### src/rtl/calib_pkg.sv
package calib_pkg;
  localparam int unsigned WORD_W    = 16;
  localparam int unsigned GAIN_EXTW = WORD_W + 1;
  localparam logic [GAIN_EXTW-1:0] GAIN_BIAS = GAIN_EXTW'(1) << (WORD_W - 1);
endpackage

### src/rtl/calib_coef_regs.sv
module calib_coef_regs
  import calib_pkg::*;
(
  input  logic              clk,
  input  logic              rst,
  input  logic              gain_wr,
  input  logic              zero_wr,
  input  logic [WORD_W-1:0] coef_word,
  output logic [WORD_W-1:0] gain_q,
  output logic [WORD_W-1:0] zero_q
);
  always_ff @(posedge clk) begin
    if (rst) begin
      gain_q <= '0;
      zero_q <= '0;
    end else begin
      if (gain_wr) gain_q <= coef_word;
      if (zero_wr) zero_q <= coef_word;
    end
  end


  coef_reset_chk: assert property (@(posedge clk) rst |=> (gain_q == '0 && zero_q == '0));
endmodule

### src/rtl/calib_scale.sv
module calib_scale
  import calib_pkg::*;
#(
  parameter int unsigned DW = 16
) (
  input  logic [DW-1:0]     code,
  input  logic [WORD_W-1:0] gain,
  output logic [DW:0]       scaled
);
  localparam int unsigned PW = DW + GAIN_EXTW;

  logic [GAIN_EXTW-1:0] gain_eff;
  logic [PW-1:0]        prod;

  assign gain_eff = {1'b0, gain} + GAIN_BIAS;
  assign prod     = PW'(code) * PW'(gain_eff);
  assign scaled   = prod[PW-1:WORD_W];
endmodule

### src/rtl/calib_offset_sat.sv
module calib_offset_sat #(
  parameter int unsigned DW = 16
) (
  input  logic [DW:0]   scaled,
  input  logic [DW-1:0] zero,
  output logic [DW-1:0] res
);
  localparam int unsigned SW = DW + 2;

  logic signed [SW-1:0] sum;

  assign sum = $signed({1'b0, scaled}) + $signed({{2{zero[DW-1]}}, zero});

  always_comb begin
    if (sum[SW-1])
      res = '0;
    else if (sum[SW-2:DW] != '0)
      res = '1;
    else
      res = sum[DW-1:0];
  end
endmodule

### src/rtl/calib_core.sv
module calib_core
  import calib_pkg::*;
#(
  parameter int unsigned DW = 16
) (
  input  logic              clk,
  input  logic              rst,
  input  logic              wr_stb,
  input  logic [WORD_W-1:0] data_in,
  input  logic              cal_en,
  input  logic              gain_wr,
  input  logic              zero_wr,
  input  logic [WORD_W-1:0] coef_word,
  input  logic [DW-1:0]     clr_code,
  output logic [DW-1:0]     code_out,
  output logic              out_vld
);
  localparam int unsigned SHIFT = WORD_W - DW;

  logic [WORD_W-1:0] gain_q;
  logic [WORD_W-1:0] zero_q;
  logic [DW-1:0]     code;
  logic [DW-1:0]     zero_n;
  logic [DW:0]       scaled;
  logic [DW-1:0]     corrected;

  calib_coef_regs u_coef (
    .clk(clk), .rst(rst), .gain_wr(gain_wr), .zero_wr(zero_wr),
    .coef_word(coef_word), .gain_q(gain_q), .zero_q(zero_q)
  );

  // Top DW bits of a 16-bit word: arithmetic shift for the signed zero word.
  assign code   = data_in[WORD_W-1:SHIFT];
  assign zero_n = zero_q[WORD_W-1:SHIFT];

  generate
    if (SHIFT > 0) begin : g_narrow
      logic unused_low;
      assign unused_low = ^{data_in[SHIFT-1:0], zero_q[SHIFT-1:0]};
    end
  endgenerate

  calib_scale #(.DW(DW)) u_scale (
    .code(code), .gain(gain_q), .scaled(scaled)
  );

  calib_offset_sat #(.DW(DW)) u_sat (
    .scaled(scaled), .zero(zero_n), .res(corrected)
  );

  always_ff @(posedge clk) begin
    if (rst) begin
      code_out <= clr_code;
      out_vld  <= 1'b0;
    end else begin
      out_vld <= wr_stb;
      if (wr_stb) code_out <= cal_en ? corrected : code;
    end
  end


  vld_follow_chk: assert property (@(posedge clk) disable iff (rst) wr_stb |=> out_vld);

  vld_single_chk: assert property (@(posedge clk) disable iff (rst) !wr_stb |=> !out_vld);

  hold_chk: assert property (@(posedge clk) disable iff (rst) !wr_stb |=> $stable(code_out));

  bypass_chk: assert property (@(posedge clk) disable iff (rst)
    (wr_stb && !cal_en) |=> code_out == $past(data_in[WORD_W-1:SHIFT]));

  sat_low_chk: assert property (@(posedge clk) disable iff (rst)
    (wr_stb && cal_en && gain_q == '0 && zero_q == 16'h8000) |=> code_out == '0);
endmodule

### config.mk
export PLATFORM = sky130hd
export DESIGN_NAME = calib_core
export DESIGN_NICKNAME = d
export VERILOG_FILES = /design/src/rtl/calib_pkg.sv /design/src/rtl/calib_coef_regs.sv /design/src/rtl/calib_scale.sv /design/src/rtl/calib_offset_sat.sv /design/src/rtl/calib_core.sv
export SDC_FILE = /design/constraint.sdc
export NUM_CORES = 1
export LEC_CHECK = 0
export ABC_AREA = 1
export BUFFER_PORTS_ARGS = -buffer_cell sky130_fd_sc_hd__buf_4
export CAP_MARGIN = 20
export CORE_MARGIN = 2
export CORE_UTILIZATION = 46
export DETAILED_ROUTE_END_ITERATION = 12
export PLACE_DENSITY = 0.68
export SYNTH_ARGS = -nofsm -noshare
export SYNTH_HDL_FRONTEND = slang
export SYNTH_SLANG_ARGS = --single-unit
### constraint.sdc
create_clock -name clk -period 15.7 [get_ports clk]
set_input_delay 3.14 -clock clk [delete_from_list [all_inputs] [get_ports clk]]
set_output_delay 3.14 -clock clk [all_outputs]
set_load 0.01 [all_outputs]
# After elaboration in Yosys (flattened, before gate mapping)
# Cells that the tools add are included.
[totals]
regBits = 49
output_inout_bits = 17
elab_cells = 13
[classes]
n_addsub = 2
mul = 1
n_mux = 5
n_reduce_logical = 1
[ops]
columns = ["operator", "n"]
rows = [
  ["16-bit 2-to-1 mux", 5],
  ["16-bit by 17-bit multiplier with 33-bit output", 1],
  ["18-bit by 16-bit adder with 18-bit output", 1],
  ["16-bit by 16-bit adder with 17-bit output (second input constant)", 1],
  ["2-bit nonzero test", 1],
]

# Logic depth before layout (Yosys ltp)
# Gate-level depths: netlist of the first run.
[logic_depth]
word_depth = 8
ltp_mapped = 40
depth_no_buf = 37

# By module
# A second synthesis of the first run with hierarchy kept.
[unflattened]
cells_unflattened = 1892
area_unflattened_um2 = 12946.2
[modules_own_cells]
columns = ["module", "instances", "cells_each", "area_each_um2", "seq_area_each_um2"]
rows = [
  ["calib_scale", 1, 1312, 9371.5, 0.0],
  ["calib_offset_sat", 1, 254, 1285.0, 0.0],
  ["calib_coef_regs", 1, 186, 1267.5, 640.6],
  ["calib_core", 1, 140, 1022.2, 500.5],
]

# Least setup slack after synthesis of the first run
# OpenSTA, ideal clock, no wires.
[synth_timing]
path_kind = "in2reg"
startpoint = "in data_in[7]"
endpoint = "reg code_out[7] (data pin)"
setup_ns = 0.257
arrival_ns = 9.431
path_slack_ns = 6.012
stages = 36
n_path_buf = 3
path_cell_list = "clkbuf_1 > buf_1 > nand2_1 > fa_1 > inv_1 > fa_1 > inv_1 > fa_1 > inv_1 > fa_1 > fa_1 > inv_1 > fa_1 > inv_1 > ha_1 > nand2_1 > o21bai_1 > a21oi_1 > nand2_1 > xor2_1 > ha_1 > inv_1 > fa_1 > inv_1 > nand3_1 > nand2_2 > nand2_1 > nand2_2 > nand2_2 > nand2_1 > nand2_1 > nand2_4 > buf_8 > nand2_1 > nand3_1 > a21oi_2"
[synth_via]
elab_chain_cells = 7
[synth_rtl]
columns = ["item", "line", "source"]
rows = [
  ["start: declaration", "calib_core.sv:9", "input logic [WORD_W-1:0] data_in,"],
  ["16-bit by 17-bit multiplier with 33-bit output", "calib_scale.sv:16", "assign prod = PW'(code) * PW'(gain_eff);"],
  ["18-bit by 16-bit adder with 18-bit output", "calib_offset_sat.sv:12", "assign sum = $signed({1'b0, scaled}) + $signed({{2{zero[DW-1]}}, zero});"],
  ["16-bit 2-to-1 mux", "calib_offset_sat.sv:17", "else if (sum[SW-2:DW] != '0)"],
  ["16-bit 2-to-1 mux", "calib_offset_sat.sv:15", "if (sum[SW-1])"],
  ["16-bit 2-to-1 mux (*) (2 in a row)", "calib_core.sv:57", "if (wr_stb) code_out <= cal_en ? corrected : code;"],
  ["16-bit 2-to-1 mux (*)", "calib_core.sv:52", "if (rst) begin"],
  ["end signal: assignment", "calib_core.sv:53", "code_out <= clr_code;"],
  ["end signal: assignment", "calib_core.sv:57", ""],
  ["end: declaration", "calib_core.sv:15", "output logic [DW-1:0] code_out,"],
]
# Mark *: on every way between the ends. The rest lies on a longest branch, timed or not. The select of a mux whose other input is x is not followed.
# A chain may end at the register's enable or synchronous reset.

# Final worst setup path of the first run
[layout_timing]
startpoint = "in data_in[7]"
endpoint = "reg code_out[3] (data pin)"
[layout_via]
elab_chain_cells = 7
[layout_rtl]
columns = ["item", "line"]
rows = [
  ["16-bit by 17-bit multiplier with 33-bit output (*)", "calib_scale.sv:16"],
  ["18-bit by 16-bit adder with 18-bit output (*)", "calib_offset_sat.sv:12"],
  ["16-bit 2-to-1 mux", "calib_offset_sat.sv:17"],
  ["16-bit 2-to-1 mux (*)", "calib_offset_sat.sv:15"],
  ["16-bit 2-to-1 mux (*) (2 in a row)", "calib_core.sv:57"],
  ["16-bit 2-to-1 mux (*)", "calib_core.sv:52"],
]
# Marked as above.

==> flow_summary.json, run 1 <==
{
  "synth-seq-cells": 49,
  "port_buffers": 70,
  "area_delta_synth_final_pct": 6.27,
  "die_area_um2": 28900,
  "cp-startpoint": "data_in[7]",
  "r2r_cells": 31,
  "fin_setup_tns_ns": 0,
  "cts_inserted_buffers": 5,
  "synth_top_cell_by_area": "fa_1",
  "routed_wirelength_um": 34600,
  "syn_inst": 1760,
  "start_util_pct": 46.9,
  "cts.sinks": 49,
  "syn_area_per_cell_um2": 7.19,
  "antenna_cells": 0,
  "status": "finished clean",
  "regArea_um2": 1140,
  "io_pins": 71,
  "rows": 60,
  "multi_input_area_um2": 9420,
  "die_height_um": 170,
  "period_minus_slack_ns": 9.84,
  "worstPathMaxFanout": 18,
  "grt_max_degree": 50,
  "dr.pass1.iters": 5,
  "cts_resized": 0,
  "ys.warnings.count": 0,
  "arrival_ns": 9.88,
  "grt_pass1_wl_um": 57900,
  "fill_cells": 2671,
  "nNetsFinal": 2149,
  "rsz0062_at_grt": "no",
  "setup_viol": 0,
  "crit_type": "input pin to flip-flop",
  "netlist_area_um2": 12700,
  "h-tree-depth": 2,
  "clk-insertion-delay-late_ns": 0.30,
  "cp.depth": 34,
  "cts_root_buffer": "clkbuf_16",
  "coreArea_um2": 27000,
  "crit_slowest_cell": "fa_1",
  "post-cts-setup-buffers": 0,
  "cts_tree": "done",
  "yosys.area.top_type_share_pct": 32.9,
  "cp_num_buf_inv": 8,
  "grt-ovfl-total": 0,
  "wl_per_cell_um": 16.4,
  "synth_top_cells_by_area": "fa_1, nand2_1, inv_1",
  "worst_slew_pin_slew_ns": 1.06,
  "seq_area_frac_synth_pct": 9.02,
  "netlist-cell-type-count": 46,
  "min_path_cells": 2,
  "ant_nets": 0,
  "slew_viol_final": 0,
  "antenna_found_initial": 0,
  "clock_path_buffers": 2,
  "drive_gt1_share_pct": 6.72,
  "place.gp.congestion": 0.990,
  "cts.clk_slew.worst_paths_ns": 0.07,
  "r2r-start": "u_coef.gain_q[12]",
  "cap_viol_max_count": 0,
  "track_usage_pct": 25.5,
  "cts_hold_buf": 0,
  "hold_viol_final": 0,
  "cp.required_ns": 15.75,
  "slew_headroom_pct": 29.1,
  "end_kind": "flip-flop",
  "via_per_inst": 5.11,
  "die_w_um": 170,
  "vias": 10800,
  "cp_slowest_stage_delay_ns": 0.54,
  "grt_pass1_vias": 11400,
  "fin_skew_ns": 0.00722,
  "fmax_mhz": 102,
  "hpwl_um": 29000,
  "drtIter0Drc": 519,
  "min_path_type": "flip-flop to flip-flop",
  "cp_top_family": "adder cells",
  "min_from": "u_coef.zero_q[1]",
  "drc": 0,
  "crit_path_start_kind": "input pin",
  "timing.final.crit_share_pct": 62.6
}
==> kinds of logic (layout without fill, tap and decap cells) <==
logic type | after synthesis | count (layout) | synth area share [%]
mux | 1 | 1 | 0.0791
other cells | 2 | 4 | 0.0594
flops | 49 | 49 | 9.02
xor+xnor | 18 | 18 | 1.31
fa+ha+maj | 324 | 324 | 44.4
simple gates | 694 | 694 | 22.3
compound gates | 146 | 146 | 6.22
buf+inv | 526 | 536 | 16.6
==> sequential cells by signal, indices dropped and copies added, names as in the netlist <==
name,count
code_out,16
u_coef.gain_q,16
u_coef.zero_q,16
out_vld,1
==> worst register-to-register path, delay by kind of cell, from the launching register on <==
family / cells / cell delay (ns)
xor gates and xnor gates: 1 / 0.29
adders and majority gates: 9 / 4.12
and+or+nand+nor: 13 / 1.36
DFF: 1 / 1.02
AOI/OAI and AO/OA: 3 / 0.38
buffers and inverters: 5 / 0.34
==> routing by layer <==
| metal | global-route usage (%) | vias up | routed length [µm] |
|---|---|---|---|
| met4 | 7.92 | 0 | 1060 |
| met2 | 46.7 | 317 | 17600 |
| met1 | 32.3 | 5255 | 14400 |
| met3 | 1.72 | 67 | 1560 |
| li1 | - | 5155 | - |
| met5 | 0 | - | 0 |
==> cells in the final DEF (no fill, tap or decap), types with 3 or more instances in the layout <==
cell       synthesis  layout
nor2_1           126     126
a21oi_2            3       3
clkbuf_16          0       5
nand4_1            8       8
inv_2              4       4
dfxtp_1           33      33
nand2_2           10      10
a31oi_1            4       4
a21o_1             4       4
a21oi_1           71      71
and2_1             3       3
o21ai_0           51      51
nand3_2            4       4
nand3b_1           6       6
xor2_1            10      10
inv_1            441     441
conb_1             2       4
nand3_1           49      49
fa_1             208     208
buf_4              0      81
ha_1             116     116
xnor2_1            7       7
edfxtp_1          16      16
nor3_1             7       7
o21bai_1           5       5
nand2_1          473     473
==> path summary, 6_finish.rpt <==
kind,endpoint,slack [ns]
setup / recovery,code_out[3],5.86
hold / removal,u_coef.zero_q[1],0.52
setup reg to reg,code_out[3],7.92
hold reg to reg,u_coef.zero_q[1],0.52
==> stage by stage <==
stage                     hold WS (ns)  cells  util, %  area, µm²  setup slack (ns)
after floorplan                  0.467   1762        -      12700              6.01
after global placement           0.494   2105     49.2      13300              5.63
after detailed placement         0.520   2105     49.2      13300              5.56
after CTS                        0.531   2113     49.9      13400              5.85
after global routing             0.551   2113     49.9      13400              5.41
final                            0.525   2113     49.9      13400              5.86
==> synth_stat cells, drive strengths merged <==
library cell and n:
inv 445, dfxtp 33, clkbuf 63, buf 15, xor2 11, nor4 1, nand3b 6, o22ai 1
ha 116, or2 1, and2 3, dlygate4sd1 1, a211oi 1, a31oi 4, nor2 129, a21o 4
nand2 485, a21oi 74, xnor2 7, o21ai 53, o21a 1, clkinv 2, a21boi 2, nand4 8
fa 208, conb 2, edfxtp 16, mux2i 1, nor3 8, nand3 53, o21bai 6
==> layout make-up <==
cell class / count / share of cell area [%]
Clock buffer: 5 / 0.930
Clock inverter: 3 / 0.372
Inverter: 447 / 12.5
Multi-Input combinational cell: 1187 / 70.0
Sequential cell: 49 / 8.49
Tap cell: 341 / 3.17
Timing Repair Buffer: 81 / 4.52
Power of run 1 is left out: the tool's default activity adds up to more than one toggle a clock period on the data nets, which glitch-free logic cannot reach.
==> run 2, diff against run 1 <==
--- a/config.mk
+++ b/config.mk
@@ -5,13 +5,13 @@
 export SDC_FILE = /design/constraint.sdc
 export NUM_CORES = 1
 export LEC_CHECK = 0
-export ABC_AREA = 1
+export ABC_AREA = 0
 export BUFFER_PORTS_ARGS = -buffer_cell sky130_fd_sc_hd__buf_4
 export CAP_MARGIN = 20
 export CORE_MARGIN = 2
 export CORE_UTILIZATION = 46
 export DETAILED_ROUTE_END_ITERATION = 12
-export PLACE_DENSITY = 0.68
+export PLACE_DENSITY = 0.71
 export SYNTH_ARGS = -nofsm -noshare
 export SYNTH_HDL_FRONTEND = slang
 export SYNTH_SLANG_ARGS = --single-unit
==> constraint.sdc (replaced) <==
create_clock -name clk -period 8.25 [get_ports clk]
set_input_delay 1.65 -clock clk [delete_from_list [all_inputs] [get_ports clk]]
set_output_delay 1.65 -clock clk [all_outputs]
set_load 0.01 [all_outputs]
==> run 2 against run 1 <==
Synthesized cell count down 27%. The run now ends with negative setup slack left. Cell count down 16%. Worst hold slack got worse by 0.016 ns. Via count shrank 15%. Sequential share of layout area down 0.23 points. Sequential cell count unchanged. Highest routed layer unchanged.
==> flow_summary.json, run 2 <==
{
  "netlist_area_um2": 11400,
  "cts_tree": "done",
  "seq_area_frac_synth_pct": 10.0,
  "switching_share_pct": 47.4,
  "synth_top_cells_by_area": "fa_1, ha_1, inv_1",
  "violations": "negative setup slack",
  "synth.most_common_cell": "inv_1",
  "combinationalPowerShare_pct": 88.0,
  "rsz0062_at_grt": "yes",
  "vias": 9180,
  "end_kind": "flip-flop",
  "setup_viol": 16,
  "cts_root_buffer": "clkbuf_16",
  "ant_nets": 0,
  "drc": 0,
  "area_delta_synth_final_pct": 21.4,
  "via_per_inst": 5.20,
  "p_int_uw": 2340,
  "cts.sinks": 49,
  "crit_path_start_kind": "input pin",
  "worstPathMaxFanout": 8,
  "r2r-start": "u_coef.gain_q[10]",
  "crit_slowest_cell": "fa_1",
  "ys.flop_type": "dfxtp_1",
  "leakage_uw": 0.00687,
  "worst_slew_pin_slew_ns": 0.790,
  "grt-ovfl-total": 0,
  "rows": 57,
  "grt_max_degree": 69,
  "fin_skew_ns": 0.00857,
  "h-tree-depth": 2,
  "hold_viol_final": 0,
  "track_usage_pct": 23.4,
  "synth_top_cell_by_area": "fa_1",
  "grt_pass1_vias": 9887,
  "routed_wirelength_um": 29400,
  "nNetsFinal": 1820,
  "cp.required_ns": 8.40,
  "dr.pass1.iters": 5,
  "powerDensity_nw_per_um2": 323,
  "period_minus_slack_ns": 8.56,
  "ys.warnings.count": 0,
  "min_path_type": "flip-flop to flip-flop",
  "wl_per_cell_um": 16.7,
  "die_height_um": 161,
  "place.gp.congestion": 0.925,
  "place_area_um2": 13100,
  "slew_headroom_pct": 47.3,
  "ys_async_sr_fraction_pct": 0,
  "status": "finished, violations left",
  "vdd_drop_max_mv": 0.371,
  "finalWorstSetupSlack_ns": -0.311,
  "cp_slowest_stage_delay_ns": 0.56,
  "syn_inst": 1283,
  "cpMostUsedCell": "fa_1",
  "whs_ns": 0.509,
  "netlist-cell-type-count": 58,
  "final_cell_mix": "inv_1, fa_1, buf_4",
  "r2r_end": "code_out[14]",
  "clock_path_buffers": 2,
  "stdcell_area_um2": 13800,
  "synth-edff-count": 16,
  "antenna_found_initial": 0,
  "rrSetupSlack_ns": 0.34,
  "seqPwrFrac_pct": 7.3,
  "min_from": "u_coef.zero_q[7]",
  "min_path_cells": 2,
  "pwr-share-clk_pct": 4.7,
  "grt_pass1_wl_um": 48600,
  "clk-insertion-delay-late_ns": 0.29,
  "min_to": "u_coef.zero_q[7]",
  "yosys.area.top_type_share_pct": 36.6,
  "drtIter0Drc": 434,
  "io_pins": 71,
  "cts.clk_slew.worst_paths_ns": 0.07,
  "r2r_cells": 30,
  "slew_viol_final": 0,
  "coreArea_um2": 24300,
  "die_w_um": 161,
  "antenna_cells": 0,
  "layout_commonest_cell": "inv_1",
  "crit_type": "input pin to flip-flop",
  "synthTopCellsByCount": "inv_1, fa_1, nand2_1",
  "die_area_um2": 26000,
  "timing.final.crit_share_pct": 104,
  "fmax_mhz": 117,
  "synth-seq-cells": 49,
  "cts_inserted_buffers": 5,
  "power_switching_uw": 2120,
  "finalPower_uw": 4460,
  "cts_hold_buf": 0,
  "port_buffers": 70,
  "reg.largest.list": "code_out x16, u_coef.gain_q x16, u_coef.zero_q x16",
  "hpwl_um": 24000,
  "cap_viol_max_count": 0,
  "syn_area_per_cell_um2": 8.88,
  "drive_gt1_share_pct": 20.8,
  "arrival_ns": 8.71,
  "start_util_pct": 46.8
}
[run 2: cell types whose count changed after synthesis, sizes merged, moves of 33 or more]
cell	previous run	this run
inv	445	246
nand2	485	159
mux2i	1	34
nor2	129	66
and2	3	110
nand3	53	8
[run 2: metrics by stage]
step                      utilization [%]  std cells  setup WS, ns  setup TNS [ns]
after floorplan                         -       1285        -0.243           -3.22
after global placement               54.0       1743        -0.756          -11.68
after detailed placement             54.0       1743        -0.973          -14.88
after CTS                            56.5       1764        -0.201           -2.93
after global routing                 56.8       1767        -0.636           -9.72
final                                56.8       1767        -0.311           -4.74
[run 2: how the worst max path moves through the flow]
| stage | start | endpoint | slack [ns] | cells after the start |
|---|---|---|---|---|
| 2_1_floorplan | data_in[7] | code_out[9] | -0.24 | 33 |
| 3_3_place_gp | data_in[4] | code_out[15] | -0.76 | 29 |
| 3_5_place_dp | data_in[4] | code_out[3] | -0.97 | 32 |
| 4_1_cts | data_in[4] | code_out[4] | -0.20 | 31 |
| 5_1_grt | data_in[4] | code_out[4] | -0.64 | 31 |
| 6_report | data_in[4] | code_out[14] | -0.31 | 31 |
[run 2: cell type report]
type,instances,area [µm²]
fill,2077,10500
inverter,246,923
clock buffer,6,139
timing repair buffer,205,1650
sequential,49,1140
tap,324,405
multi-input combinational,935,9550
clock inverter,2,8.76
[run 2: power groups by stage]
stage | registers, µW | logic, µW | clock network, µW
global route | 327 | 4330 | 224
finish | 324 | 3930 | 212
floorplan | 328 | 2220 | 0
CTS | 323 | 3830 | 214
global placement | 327 | 3440 | 0
detailed placement | 328 | 3500 | 0
[run 2: kinds of logic (layout without fill, tap and decap cells)]
kind of cell | count (synthesis) | after routing | share of synthesized area [%]
adders and majority gates | 324 | 324 | 49.3
and+or+nand+nor | 406 | 407 | 17.6
xor gates and xnor gates | 24 | 24 | 1.85
DFF | 49 | 49 | 10.0
AOI/OAI and AO/OA | 139 | 139 | 7.82
muxes | 37 | 37 | 3.29
other | 2 | 4 | 0.0659
buffers and inverters | 302 | 459 | 10.1
[run 2: critical path, delay by kind of cell]
kind / cells / cell delay (ns)
buffers and inverters: 6 / 0.44
adder cells (fa/ha/maj): 8 / 3.65
AND/OR/NAND/NOR: 4 / 0.53
AO/OA/AOI/OAI: 11 / 2.10
XOR/XNOR: 2 / 0.31
[run 2: per-layer routing]
| layer | up-vias | wire length, µm | track usage [%] |
|---|---|---|---|
| met4 | 0 | 942 | 7.14 |
| li1 | 4290 | - | - |
| met3 | 61 | 1540 | 3.72 |
| met2 | 230 | 15300 | 42.5 |
| met1 | 4599 | 11700 | 28.6 |
| met5 | - | 0 | 0 |
[run 2: repair_timing]
item / in CTS / in global routing
endpoints found under the setup margin: 16 / 16
setup buffers: 12 / 3
gates cloned: 2 / 0
resized for setup: 71 / 21
pin swaps: 36 / 16
No activity file was read; power rests on OpenSTA's default activity.
==> run 3, diff against run 2 <==
--- a/config.mk
+++ b/config.mk
@@ -5,13 +5,13 @@
 export SDC_FILE = /design/constraint.sdc
 export NUM_CORES = 1
 export LEC_CHECK = 0
-export ABC_AREA = 0
+export ABC_AREA = 1
 export BUFFER_PORTS_ARGS = -buffer_cell sky130_fd_sc_hd__buf_4
 export CAP_MARGIN = 20
 export CORE_MARGIN = 2
 export CORE_UTILIZATION = 46
 export DETAILED_ROUTE_END_ITERATION = 12
-export PLACE_DENSITY = 0.71
+export PLACE_DENSITY = 0.7
 export SYNTH_ARGS = -nofsm -noshare
 export SYNTH_HDL_FRONTEND = slang
 export SYNTH_SLANG_ARGS = --single-unit
==> run 3 against run 2 <==
The run now ends clean. Clock skew shrank 0.0026 ns. First-iteration DRC count grew 53%. Critical path depth grew 3. Routed wire length grew 27%. Die area grew 11%. Sequential share of layout area shrank 0.47 points. Count of clock-buffer cells in the layout shrank 1. Worst setup slack gained 0.53 ns. Utilization shrank 2.5 points. Maximum frequency grew 6.6%. Cell count grew 25%.
==> flow_summary.json, run 3 (synthesized netlist as in run 1, its figures left out) <==
{
  "routed_wirelength_um": 37400,
  "end_kind": "flip-flop",
  "ant_nets": 0,
  "cp_num_buf_inv": 8,
  "antenna_cells": 0,
  "fin_skew_ns": 0.00596,
  "grt_max_degree": 50,
  "cts_root_buffer": "clkbuf_16",
  "crit_type": "input pin to flip-flop",
  "worstPathMaxFanout": 16,
  "start_util_pct": 46.9,
  "regArea_um2": 1140,
  "track_usage_pct": 26.6,
  "area_delta_synth_final_pct": 15.8,
  "place.gp.congestion": 0.931,
  "fill_cells": 2587,
  "cp_top_family": "adder cells",
  "period_minus_slack_ns": 8.03,
  "coreArea_um2": 27000,
  "hpwl_um": 31100,
  "drive_gt1_share_pct": 15.6,
  "layout_commonest_cell": "nand2_1",
  "cts.clk_slew.worst_paths_ns": 0.07,
  "die_height_um": 170,
  "final_cell_mix": "nand2_1, inv_1, fa_1",
  "dr.pass1.iters": 6,
  "reg.largest.list": "code_out x16, u_coef.gain_q x16, u_coef.zero_q x16",
  "fmax_mhz": 124,
  "wl_per_cell_um": 16.9,
  "crit_slowest_cell": "fa_1",
  "slew_headroom_pct": 40.9,
  "cap_viol_max_count": 0,
  "cts_inserted_buffers": 5,
  "crit_path_start_kind": "input pin",
  "drc": 0,
  "cp.required_ns": 8.29,
  "grt-ovfl-total": 0,
  "nNetsFinal": 2250,
  "rows": 60,
  "via_per_inst": 5.12,
  "die_area_um2": 28900,
  "antenna_found_initial": 0,
  "whs_ns": 0.514,
  "slew_viol_final": 0,
  "port_buffers": 70,
  "clock_path_buffers": 2,
  "h-tree-depth": 2,
  "hold_viol_final": 0,
  "grt_pass1_wl_um": 60300,
  "arrival_ns": 8.08,
  "min_path_type": "flip-flop to flip-flop",
  "die_w_um": 170,
  "cp_slowest_stage_delay_ns": 0.52,
  "io_pins": 71,
  "drtIter0Drc": 662,
  "cts_tree": "done",
  "worst_slew_pin_slew_ns": 0.886,
  "timing.final.crit_share_pct": 97.4,
  "cts.sinks": 49,
  "multi_input_area_um2": 9880,
  "status": "finished clean",
  "grt_pass1_vias": 11700,
  "clk-insertion-delay-late_ns": 0.30,
  "vias": 11300,
  "setup_viol": 0
}
## run 3: changes by cell type in the layout (fill, tap and decap cells not counted), moves of 17 or more
cell	change
and2_1	-100
a21oi_1	+18
nor2_1	+48
nand3_1	+42
nor3b_1	-17
inv_1	+199
nand2_1	+309
mux2i_1	-32
o21ai_0	+30
## run 3: routing by layer
metal,GRT usage (%),vias to the layer above,routed length [µm]
met1,35.0,5591,15900
met3,1.58,70,1370
met4,7.69,0,1160
met5,0,-,0
met2,47.5,310,18900
li1,-,5363,-
## run 3: timing repair
item,in CTS,in global routing
resized for setup,1,103
pin swaps,0,20
hold buffers,0,0
gates cloned,0,2
buffers inserted,0,2
setup endpoints to repair,1,16
## run 3: path summary, 6_finish.rpt
check	depth (start not counted)	slack, ns	to	startpoint
max	34	0.22	code_out[4]	data_in[5]
min	2	0.51	u_coef.zero_q[1]	u_coef.zero_q[1]
max reg2reg	31	0.86	code_out[4]	u_coef.gain_q[12]
min reg2reg	2	0.51	u_coef.zero_q[1]	u_coef.zero_q[1]
## run 3: final cells by class
type	instances	share of cell area [%]
clock buffer	5	0.854
clock inverter	3	0.145
inverter	447	11.4
multi-input combinational	1189	67.4
sequential	49	7.79
tap	341	2.91
timing repair buffer	180	9.44
## run 3: worst reg2reg max path: cells and delay by family (launching register included)
family	cells	cell delay, ns
buf+inv	5	0.29
fa+ha+maj	9	4.02
flops	1	0.88
compound gates	4	0.51
xor+xnor	1	0.21
simple gates	12	1.24
## run 3: metrics by stage
stage | area, µm² | setup WS (ns) | cells | TNS (ns) | util [%]
floorplan | 12700 | 0.0521 | 1762 | 0 | -
global placement | 14000 | -0.254 | 2202 | -2.30 | 52.0
detailed placement | 14000 | -0.315 | 2202 | -3.35 | 52.0
CTS | 14200 | 0.0236 | 2210 | 0 | 52.6
global route | 14700 | -0.103 | 2214 | -0.842 | 54.4
finish | 14700 | 0.216 | 2214 | 0 | 54.4
Power of run 3 is left out for the same reason.
